<file path="src/rtl/mux_io_seq_pkg.sv">
package mux_io_seq_pkg;

    typedef enum logic [1:0] {
        TS_T1 = 2'd0,
        TS_T2 = 2'd1,
        TS_T3 = 2'd2
    } tstate_e;

    typedef enum logic [1:0] {
        MC_FETCH = 2'd0,
        MC_OPER  = 2'd1,
        MC_IORD  = 2'd2,
        MC_IOWR  = 2'd3
    } mcyc_e;

    typedef struct packed {
        logic ale;
        logic io_m;
        logic rd_n;
        logic wr_n;
        logic ad_oe;
    } busctl_t;

    localparam busctl_t BUS_IDLE = '{ale: 1'b0, io_m: 1'b0, rd_n: 1'b1,
                                     wr_n: 1'b1, ad_oe: 1'b0};

endpackage

</file>
<file path="src/rtl/mux_io_seq_ctrl.sv">
module mux_io_seq_ctrl
    import mux_io_seq_pkg::*;
#(
    parameter int          DW     = 8,
    parameter logic [DW-1:0] OP_IN  = 8'hDB,
    parameter logic [DW-1:0] OP_OUT = 8'hD3
) (
    input  logic          clk,
    input  logic          rst_n,
    input  logic [DW-1:0] opcode,
    output mcyc_e         mcyc,
    output tstate_e       tst,
    output logic          cap_opcode,
    output logic          cap_port,
    output logic          cap_acc,
    output logic          pc_step
);

    mcyc_e   mcyc_nx;
    tstate_e tst_nx;

    function automatic mcyc_e follow(input mcyc_e cur, input logic [DW-1:0] op);
        mcyc_e nx;
        nx = MC_FETCH;
        unique case (cur)
            MC_FETCH: nx = ((op == OP_IN) || (op == OP_OUT)) ? MC_OPER : MC_FETCH;
            MC_OPER:  nx = (op == OP_IN) ? MC_IORD : MC_IOWR;
            MC_IORD:  nx = MC_FETCH;
            MC_IOWR:  nx = MC_FETCH;
            default:  nx = MC_FETCH;
        endcase
        return nx;
    endfunction

    // state register
    always_ff @(posedge clk) begin
        if (!rst_n) begin
            mcyc <= MC_FETCH;
            tst  <= TS_T1;
        end else begin
            mcyc <= mcyc_nx;
            tst  <= tst_nx;
        end
    end

    // next state
    always_comb begin
        mcyc_nx = mcyc;
        tst_nx  = tst;
        unique case (tst)
            TS_T1: tst_nx = TS_T2;
            TS_T2: tst_nx = TS_T3;
            TS_T3: begin
                tst_nx  = TS_T1;
                mcyc_nx = follow(mcyc, opcode);
            end
            default: tst_nx = TS_T1;
        endcase
    end

    // capture strobes for the datapath
    always_comb begin
        cap_opcode = (tst == TS_T2) && (mcyc == MC_FETCH);
        cap_port   = (tst == TS_T2) && (mcyc == MC_OPER);
        cap_acc    = (tst == TS_T2) && (mcyc == MC_IORD);
        pc_step    = (tst == TS_T3) && ((mcyc == MC_FETCH) || (mcyc == MC_OPER));
    end

endmodule

</file>
<file path="src/rtl/mux_io_seq_dp.sv">
module mux_io_seq_dp #(
    parameter int DW = 8,
    parameter logic [2*DW-1:0] PC_RST  = '0,
    parameter logic [DW-1:0]   ACC_RST = '0
) (
    input  logic            clk,
    input  logic            rst_n,
    input  logic [DW-1:0]   ad_i,
    input  logic            cap_opcode,
    input  logic            cap_port,
    input  logic            cap_acc,
    input  logic            pc_step,
    output logic [2*DW-1:0] pc,
    output logic [DW-1:0]   opcode,
    output logic [DW-1:0]   port,
    output logic [DW-1:0]   acc
);

    localparam int AW = 2 * DW;

    always_ff @(posedge clk) begin
        if (!rst_n) begin
            pc     <= PC_RST;
            opcode <= '0;
            port   <= '0;
            acc    <= ACC_RST;
        end else begin
            if (cap_opcode) opcode <= ad_i;
            if (cap_port)   port   <= ad_i;
            if (cap_acc)    acc    <= ad_i;
            if (pc_step)    pc     <= pc + AW'(1);
        end
    end

endmodule

</file>
<file path="src/rtl/mux_io_seq_drv.sv">
module mux_io_seq_drv
    import mux_io_seq_pkg::*;
#(
    parameter int DW = 8
) (
    input  mcyc_e           mcyc,
    input  tstate_e         tst,
    input  logic [2*DW-1:0] pc,
    input  logic [DW-1:0]   port,
    input  logic [DW-1:0]   acc,
    output logic [DW-1:0]   addr_hi,
    output logic [DW-1:0]   ad_out,
    output busctl_t         ctl
);

    logic            is_io;
    logic            is_wr;
    logic [2*DW-1:0] cyc_addr;

    always_comb begin
        is_io    = (mcyc == MC_IORD) || (mcyc == MC_IOWR);
        is_wr    = (mcyc == MC_IOWR);
        cyc_addr = is_io ? {port, port} : pc;
    end

    // output process
    always_comb begin
        ctl      = BUS_IDLE;
        ctl.io_m = is_io;
        addr_hi  = cyc_addr[2*DW-1:DW];
        ad_out   = '0;
        unique case (tst)
            TS_T1: begin
                ctl.ale   = 1'b1;
                ctl.ad_oe = 1'b1;
                ad_out    = cyc_addr[DW-1:0];
            end
            TS_T2: begin
                if (is_wr) begin
                    ctl.ad_oe = 1'b1;
                    ad_out    = acc;
                end else begin
                    ctl.rd_n  = 1'b0;
                end
            end
            TS_T3: begin
                if (is_wr) begin
                    ctl.ad_oe = 1'b1;
                    ad_out    = acc;
                    ctl.wr_n  = 1'b0;
                end
            end
            default: ctl = BUS_IDLE;
        endcase
    end

endmodule

</file>
<file path="src/rtl/mux_io_seq.sv">
module mux_io_seq
    import mux_io_seq_pkg::*;
#(
    parameter int DW = 8,
    parameter logic [DW-1:0]   OP_IN   = 8'hDB,
    parameter logic [DW-1:0]   OP_OUT  = 8'hD3,
    parameter logic [2*DW-1:0] PC_RST  = '0,
    parameter logic [DW-1:0]   ACC_RST = '0
) (
    input  logic            clk,
    input  logic            rst_n,
    output logic [DW-1:0]   addr_hi_o,
    output logic [DW-1:0]   ad_o,
    output logic            ad_oe_o,
    input  logic [DW-1:0]   ad_i,
    output logic            ale_o,
    output logic            io_m_o,
    output logic            rd_n_o,
    output logic            wr_n_o,
    output logic [DW-1:0]   acc_o,
    output logic [2*DW-1:0] pc_o
);

    mcyc_e           mcyc;
    tstate_e         tst;
    logic            cap_opcode, cap_port, cap_acc, pc_step;
    logic [2*DW-1:0] pc;
    logic [DW-1:0]   opcode, port, acc;
    busctl_t         ctl;

    mux_io_seq_ctrl #(.DW(DW), .OP_IN(OP_IN), .OP_OUT(OP_OUT)) u_ctrl (
        .clk        (clk),
        .rst_n      (rst_n),
        .opcode     (opcode),
        .mcyc       (mcyc),
        .tst        (tst),
        .cap_opcode (cap_opcode),
        .cap_port   (cap_port),
        .cap_acc    (cap_acc),
        .pc_step    (pc_step)
    );

    mux_io_seq_dp #(.DW(DW), .PC_RST(PC_RST), .ACC_RST(ACC_RST)) u_dp (
        .clk        (clk),
        .rst_n      (rst_n),
        .ad_i       (ad_i),
        .cap_opcode (cap_opcode),
        .cap_port   (cap_port),
        .cap_acc    (cap_acc),
        .pc_step    (pc_step),
        .pc         (pc),
        .opcode     (opcode),
        .port       (port),
        .acc        (acc)
    );

    mux_io_seq_drv #(.DW(DW)) u_drv (
        .mcyc    (mcyc),
        .tst     (tst),
        .pc      (pc),
        .port    (port),
        .acc     (acc),
        .addr_hi (addr_hi_o),
        .ad_out  (ad_o),
        .ctl     (ctl)
    );

    always_comb begin
        ale_o   = ctl.ale;
        io_m_o  = ctl.io_m;
        rd_n_o  = ctl.rd_n;
        wr_n_o  = ctl.wr_n;
        ad_oe_o = ctl.ad_oe;
        acc_o   = acc;
        pc_o    = pc;
    end

endmodule

</file>
<file path="config.mk">
export PLATFORM = sky130hd
export DESIGN_NAME = mux_io_seq
export DESIGN_NICKNAME = d
export VERILOG_FILES = /design/src/rtl/mux_io_seq_pkg.sv /design/src/rtl/mux_io_seq_ctrl.sv /design/src/rtl/mux_io_seq_dp.sv /design/src/rtl/mux_io_seq_drv.sv /design/src/rtl/mux_io_seq.sv
export SDC_FILE = /design/constraint.sdc
export NUM_CORES = 1
export LEC_CHECK = 0
export BUFFER_PORTS_ARGS = -buffer_cell sky130_fd_sc_hd__buf_4
export CAP_MARGIN = 20
export CORE_MARGIN = 5
export CORE_UTILIZATION = 45
export CTS_CLUSTER_SIZE = 12
export DETAILED_ROUTE_END_ITERATION = 6
export GPL_ROUTABILITY_DRIVEN = 0
export GPL_TIMING_DRIVEN = 0
export PLACE_DENSITY = 0.69
export SYNTH_ARGS = -nofsm -noshare
export SYNTH_HDL_FRONTEND = slang
export SYNTH_SLANG_ARGS = --single-unit
</file>
<file path="constraint.sdc">
create_clock -name clk -period 2.96 [get_ports clk]
set_input_delay 0.296 -clock clk [delete_from_list [all_inputs] [get_ports clk]]
set_output_delay 0.296 -clock clk [all_outputs]
set_load 0.1 [all_outputs]
</file>
==> results of run 1 <==
[stage by stage]
| stage | hold WS, ns | setup WS [ns] |
|---|---|---|
| after floorplan | 0.440 | 0.00747 |
| after global placement | 0.470 | 0.890 |
| after detailed placement | 0.481 | 0.883 |
| after CTS | 0.246 | 0.550 |
| after global routing | 0.236 | 0.374 |
| final | 0.249 | 0.546 |
[where the power goes]
part           internal [mW]  leakage (nW)  switching, mW  total [mW]
sequential             0.602         0.356        0.00838       0.611
clock                  0.332        0.0642          0.202       0.534
combinational         0.0393         0.849          0.101       0.140
total                  0.974          1.27          0.311        1.28
[worst min-delay path, cell delays in order]
cell and delay (ns):
buf_4 0.09, mux2i_1 0.05, nor2_1 0.07
[cell usage in the layout, fill, tap and decap left out]
cell	instances
a211oi_1	1
a21oi_1	4
a21oi_2	1
a22oi_1	8
a31o_2	1
and2_1	1
and3_1	1
buf_1	1
buf_2	3
buf_4	53
buf_6	1
bufinv_16	2
bufinv_8	1
clkbuf_1	11
clkbuf_8	5
dfxtp_1	44
ha_1	7
inv_1	19
mux2i_1	27
nand2_1	21
nand3_1	2
nand3b_1	4
nand4_1	2
nand4_4	1
nand4b_1	2
nor2_1	42
nor2_2	8
nor2b_1	3
nor3_1	3
nor3b_1	1
nor4_1	4
nor4_2	1
o211ai_1	1
o21ai_0	9
o21ai_1	8
or2_1	1
or3_1	2
xnor2_1	11
[cell type report]
| type | instances | area (um2) | area share |
|---|---|---|---|
| Sequential cell | 44 | 881 | 0.317 |
| Clock inverter | 2 | 60.1 | 0.0216 |
| Clock buffer | 5 | 68.8 | 0.0248 |
| Tap cell | 54 | 67.6 | 0.0243 |
| Multi-Input combinational cell | 177 | 1140 | 0.411 |
| Inverter | 20 | 88.8 | 0.0320 |
| Timing Repair Buffer | 53 | 398 | 0.143 |
| Buffer | 16 | 71.3 | 0.0257 |
[metal layers]
layer	vias to the layer above	wire [um]
li1	970	-
met1	889	2620
met2	54	2440
met3	6	357
met4	0	53
met5	-	0
[how the worst min path moves through the flow]
stage	to	slack, ns	from	depth (start not counted)
floorplan	u_dp.acc[0]$_SDFFE_PN0P_	0.44	ad_i[0]	2
global placement	u_dp.opcode[2]$_SDFFE_PN0P_	0.47	u_dp.opcode[2]$_SDFFE_PN0P_	2
detailed placement	u_dp.pc[15]$_SDFFE_PN0P_	0.48	u_dp.pc[15]$_SDFFE_PN0P_	2
CTS	u_dp.acc[7]$_SDFFE_PN0P_	0.25	ad_i[7]	3
global route	u_dp.acc[7]$_SDFFE_PN0P_	0.24	ad_i[7]	3
finish	u_dp.acc[7]$_SDFFE_PN0P_	0.25	ad_i[7]	3
[flip-flops by register name (all words and copies together) (netlist names)]
register	count
u_ctrl.mcyc	2
u_ctrl.tst	2
u_dp.acc	8
u_dp.opcode	8
u_dp.pc	16
u_dp.port	8
[kinds of logic after synthesis]
family	Yosys count	share of synthesized area
multiplexers	27	0.125
AND/OR/NAND/NOR	99	0.217
XOR/XNOR	11	0.0447
adder cells (fa/ha/maj)	7	0.0406
flip-flops	44	0.408
buffers and inverters	36	0.0742
AO/OA/AOI/OAI	33	0.0899
==> impl_metrics.env, run 1 <==
export IMPL_htree_levels=2
export IMPL_gr_usage_met2=0.290
export IMPL_synth_seq_area_share=0.408
export IMPL_drive_gt1_frac=0.243
export IMPL_overflow=0
export IMPL_fin_util=0.591
export IMPL_drtIter0Drc=72
export IMPL_synth_area_leaders="dfxtp_1, mux2i_1, nor2_1, xnor2_1, ha_1"
export IMPL_worst_slew_pin_slew_ns=0.611
export IMPL_wl_per_cell_um=14.7
export IMPL_hold_viol=0
export IMPL_path_cells="inv_1 -> ha_1 -> and3_1 -> clkbuf_1 -> a22oi_1 -> nor2_2 -> buf_4"
export IMPL_synthArstFlopShare=0
export IMPL_finalNetCount=334
export IMPL_ant_nets=0
export IMPL_grt_busiest_layer="met2"
export IMPL_finalNonFillerCells=371
export IMPL_reg2regPathDepth=6
export IMPL_fmax_mhz=414
export IMPL_critPathBufInv=3
export IMPL_antenna_found_initial=0
export IMPL_r2r_slack_ns=1.10
export IMPL_vias=1919
export IMPL_end_kind="primary output"
export IMPL_synthDistinctLibCells=32
export IMPL_grt_pass1_vias=1851
export IMPL_cts_resized=0
export IMPL_syn_cell_area_mm2=0.00216
export IMPL_die_h_um=79.2
export IMPL_grt_pass1_wl_mm=9.03
export IMPL_clk_latency_ns=0.29
export IMPL_synth_common_cells="nor2_1, dfxtp_1, mux2i_1, nand2_1, inv_1"
export IMPL_synth_most_common_cell="nor2_1"
export IMPL_path_depth=7
export IMPL_met3_usage=0.0510
export IMPL_cp_data_required_time_ns=2.66
export IMPL_synth_edf_count=0
export IMPL_ctsLongestPathBuffers=2
export IMPL_dpl_hpwl_mm=4.22
export IMPL_synth_top_area_frac=0.408
export IMPL_period_minus_slack_ns=2.41
export IMPL_rows=25
export IMPL_holdCritPathClass="in2reg"
export IMPL_clk_pin_slew_ns=0.08
export IMPL_io_buffers=53
export IMPL_status="completed"
export IMPL_cts_setup_buffers=0
export IMPL_arrival_ns=2.12
export IMPL_criticalPathCategory="reg2out"
export IMPL_ios=55
export IMPL_fin_area_mm2=0.00278
export IMPL_grtUsageMet1=0.247
export IMPL_grt_util_all_layers=0.184
export IMPL_peakVddDrop_mv=0.336
export IMPL_power_density_mw_per_mm2=463
export IMPL_synthFlopType="dfxtp_1"
export IMPL_drc=0
export IMPL_fin_crit_sh=0.815
export IMPL_rsz0062_at_grt="false"
export IMPL_coreArea_mm2=0.00469
export IMPL_crit_start="u_ctrl.tst[0]$_SDFF_PN0_"
export IMPL_start_util=0.460
export IMPL_finalSetupTns_ns=0
export IMPL_critical_path_endpoint="ad_o[5]"
export IMPL_dp_cells=364
export IMPL_ys_ff_latch=44
export IMPL_area_growth_pct=28.7
export IMPL_finalClockSkew_ns=0.00396
export IMPL_num_antenna_cells=0
export IMPL_cts_hold_fix_buffers=0
export IMPL_drv_slew=0
export IMPL_drt_pass1_iter_count=4
export IMPL_total_power_mw=1.28
export IMPL_die_w_um=79.2
export IMPL_synth_nets=274
export IMPL_regToRegEndpoint="u_dp.pc[14]$_SDFFE_PN0P_"
export IMPL_synth_warnings=0
export IMPL_final_fill_count=444
export IMPL_setup_viol=0
export IMPL_path_max_fanout=8
export IMPL_grt_max_degree=14
export IMPL_die_area_mm2=0.00628
export IMPL_avgViaCountPerCell=5.17
export IMPL_syn_avg_cell_area_um2=8.39
export IMPL_cts_sinks=44
export IMPL_root_buffer="clkbuf_8"
export IMPL_maxCapViolCount=0
export IMPL_crit_slowest_cell="dfxtp_1"
export IMPL_syn_inst=257
export IMPL_tritoncts_num_buffers=5
export IMPL_routed_wl_mm=5.47
export IMPL_cp_start_kind="register"
export IMPL_path_delay_family="buffers and inverters"
export IMPL_crit_path_max_incr_delay_ns=0.41
export IMPL_synth_top_area_cell="dfxtp_1"
export IMPL_cts_tree="built"
export IMPL_leakage_nw=1.27
export IMPL_maxSlewHeadroom=0.593
export IMPL_place_area_mm2=0.00265
export IMPL_r2r_start="u_ctrl.tst[0]$_SDFF_PN0_"
(Power assumes the default switching activity.)
==> inputs of run 2 (changes only) <==
==> constraint.sdc (replaced) <==
create_clock -name clk -period 2.33 [get_ports clk]
set_input_delay 0.233 -clock clk [delete_from_list [all_inputs] [get_ports clk]]
set_output_delay 0.233 -clock clk [all_outputs]
set_load 0.1 [all_outputs]
==> run 2 against run 1 <==
Effect of this change:
- sequential cell count is the same
- clock skew grew 0.0043 ns
- first-iteration DRC count is the same
- critical path type unchanged
- global-route usage grew 0.72 points
- wire length grew 3.0%
- final area grew 1.6%
- sequential share of layout area shrank 0.49 points
- register-to-register slack lost 0.71 ns
- largest cell class unchanged
- critical path depth shrank 1
- count of clock-buffer cells in the layout grew 1
- sequential power grew 27%
==> impl_metrics.env, run 2 (synthesized netlist as in run 1, its figures left out) <==
export IMPL_status="completed"
export IMPL_path_cells="inv_1 -> ha_2 -> and3_2 -> a22oi_1 -> nor2_4 -> buf_4"
export IMPL_cts_resized=0
export IMPL_multiInputGateArea_mm2=0.00122
export IMPL_hold_viol=0
export IMPL_finalNetCount=332
export IMPL_final_common_cell="buf_4"
export IMPL_maxCapViolCount=0
export IMPL_avgViaCountPerCell=5.24
export IMPL_r2r_start="u_ctrl.tst[0]$_SDFF_PN0_"
export IMPL_cts_setup_buffers=0
export IMPL_grt_pass1_wl_mm=9.34
export IMPL_num_antenna_cells=0
export IMPL_seq_power_share=0.524
export IMPL_dp_cells=364
export IMPL_ios=55
export IMPL_wl_per_cell_um=15.2
export IMPL_antenna_found_initial=0
export IMPL_die_area_mm2=0.00628
export IMPL_p_int_mw=1.06
export IMPL_start_util=0.460
export IMPL_end_kind="primary output"
export IMPL_ant_nets=0
export IMPL_dpl_hpwl_mm=4.33
export IMPL_final_cell_mix="buf_4, dfxtp_1, nor2_1"
export IMPL_fin_ws_ns=0.0819
export IMPL_grt_pass1_vias=1901
export IMPL_leakage_nw=1.27
export IMPL_drt_pass1_iter_count=4
export IMPL_root_buffer="clkbuf_8"
export IMPL_critPathBufInv=2
export IMPL_drv_slew=0
export IMPL_grt_util_all_layers=0.191
export IMPL_peakVddDrop_mv=0.280
export IMPL_tritoncts_num_buffers=5
export IMPL_die_w_um=79.2
export IMPL_crit_path_max_incr_delay_ns=0.44
export IMPL_io_buffers=53
export IMPL_routed_wl_mm=5.63
export IMPL_cts_sinks=44
export IMPL_crit_slowest_cell="dfxtp_1"
export IMPL_cts_hold_fix_buffers=0
export IMPL_drive_gt1_frac=0.282
export IMPL_area_growth_pct=30.7
export IMPL_finalNonFillerCells=370
export IMPL_power_density_mw_per_mm2=526
export IMPL_worst_slew_pin_slew_ns=0.888
export IMPL_final_seq_area_um2=881
export IMPL_clockPowerShare=0.353
export IMPL_drc=0
export IMPL_setup_viol=0
export IMPL_vias=1940
export IMPL_largest_reg_flops=16
export IMPL_holdCritPathClass="in2reg"
export IMPL_rsz0062_at_grt="false"
export IMPL_min_from="ad_i[1]"
export IMPL_regMostFlops="u_dp.pc"
export IMPL_coreArea_mm2=0.00469
export IMPL_clk_latency_ns=0.31
export IMPL_finalClockSkew_ns=0.00823
export IMPL_grt_max_degree=15
export IMPL_power_frac_comb=0.123
export IMPL_cts_tree="built"
export IMPL_final_fill_count=438
export IMPL_die_h_um=79.2
export IMPL_cp_start_kind="register"
export IMPL_whs_ns=0.167
export IMPL_fin_crit_sh=0.965
export IMPL_period_minus_slack_ns=2.25
export IMPL_criticalPathCategory="reg2out"
export IMPL_clk_pin_slew_ns=0.09
export IMPL_htree_levels=2
export IMPL_maxSlewHeadroom=0.408
export IMPL_swShare=0.287
export IMPL_switching_power_mw=0.425
export IMPL_path_max_fanout=8
export IMPL_rows=25
export IMPL_fmax_mhz=445
export IMPL_arrival_ns=2.02
export IMPL_overflow=0
export IMPL_pre_cts_slack_ns=0.231
export IMPL_cp_data_required_time_ns=2.10
export IMPL_ctsLongestPathBuffers=2
export IMPL_crit_start="u_ctrl.tst[0]$_SDFF_PN0_"
export IMPL_path_delay_family="flip-flops"
export IMPL_drtIter0Drc=72
==> run 2: cell count changes in the layout (fill, tap and decap cells not counted), moves of 2 or more <==
cell	before	now
clkbuf_1	11	9
o21ai_1	8	0
nor2_4	0	8
o21ai_2	0	8
bufinv_16	2	0
clkinvlp_4	0	2
nor2_2	8	0
==> run 2: per-layer routing <==
metal,vias up,part of all wire,track usage
met1,903,0.47,0.258
li1,968,-,-
met3,6,0.062,0.0465
met4,0,0.013,0.0619
met5,-,0,0
met2,63,0.46,0.298
==> run 2: worst min-delay path: cells and delay by family <==
kind                   cells  cell delay, ns
muxes                      1            0.06
buffers and inverters      1            0.09
and+or+nand+nor            1            0.07
==> run 2: layout make-up <==
class	instances	share of cell area
repair buffers	53	0.141
clock inverters	2	0.00533
plain buffers	14	0.0231
multi-input cells	177	0.433
flip-flops and latches	44	0.312
inverters	20	0.0315
clock buffers	6	0.0293
well taps	54	0.0240
==> run 2: final timing paths <==
kind	cells past startpoint	to	slack, ns
worst max-delay path	6	ad_o[5]	0.08
worst min-delay path	3	u_dp.port[1]$_SDFFE_PN0P_	0.17
worst max register to register	6	u_dp.pc[12]$_SDFFE_PN0P_	0.39
worst min register to register	2	u_dp.pc[15]$_SDFFE_PN0P_	0.49
==> run 2: power groups by stage <==
stage                     combinational [mW]  sequential, mW  clock (mW)
after global placement                 0.182           0.793           0
after floorplan                        0.128           0.802           0
after global routing                   0.196           0.779       0.558
after CTS                              0.183           0.776       0.523
after detailed placement               0.183           0.794           0
final                                  0.182           0.777       0.524
==> run 2: per-stage QoR <==
| stage | instance area [um2] | setup TNS (ns) | util | total power, mW |
|---|---|---|---|---|
| floorplan | 2260 | -0.0327 | - | 0.930 |
| global placement | 2730 | 0 | 0.581 | 0.975 |
| detailed placement | 2730 | 0 | 0.581 | 0.976 |
| CTS | 2820 | 0 | 0.601 | 1.48 |
| global route | 2820 | 0 | 0.601 | 1.53 |
| finish | 2820 | 0 | 0.601 | 1.48 |
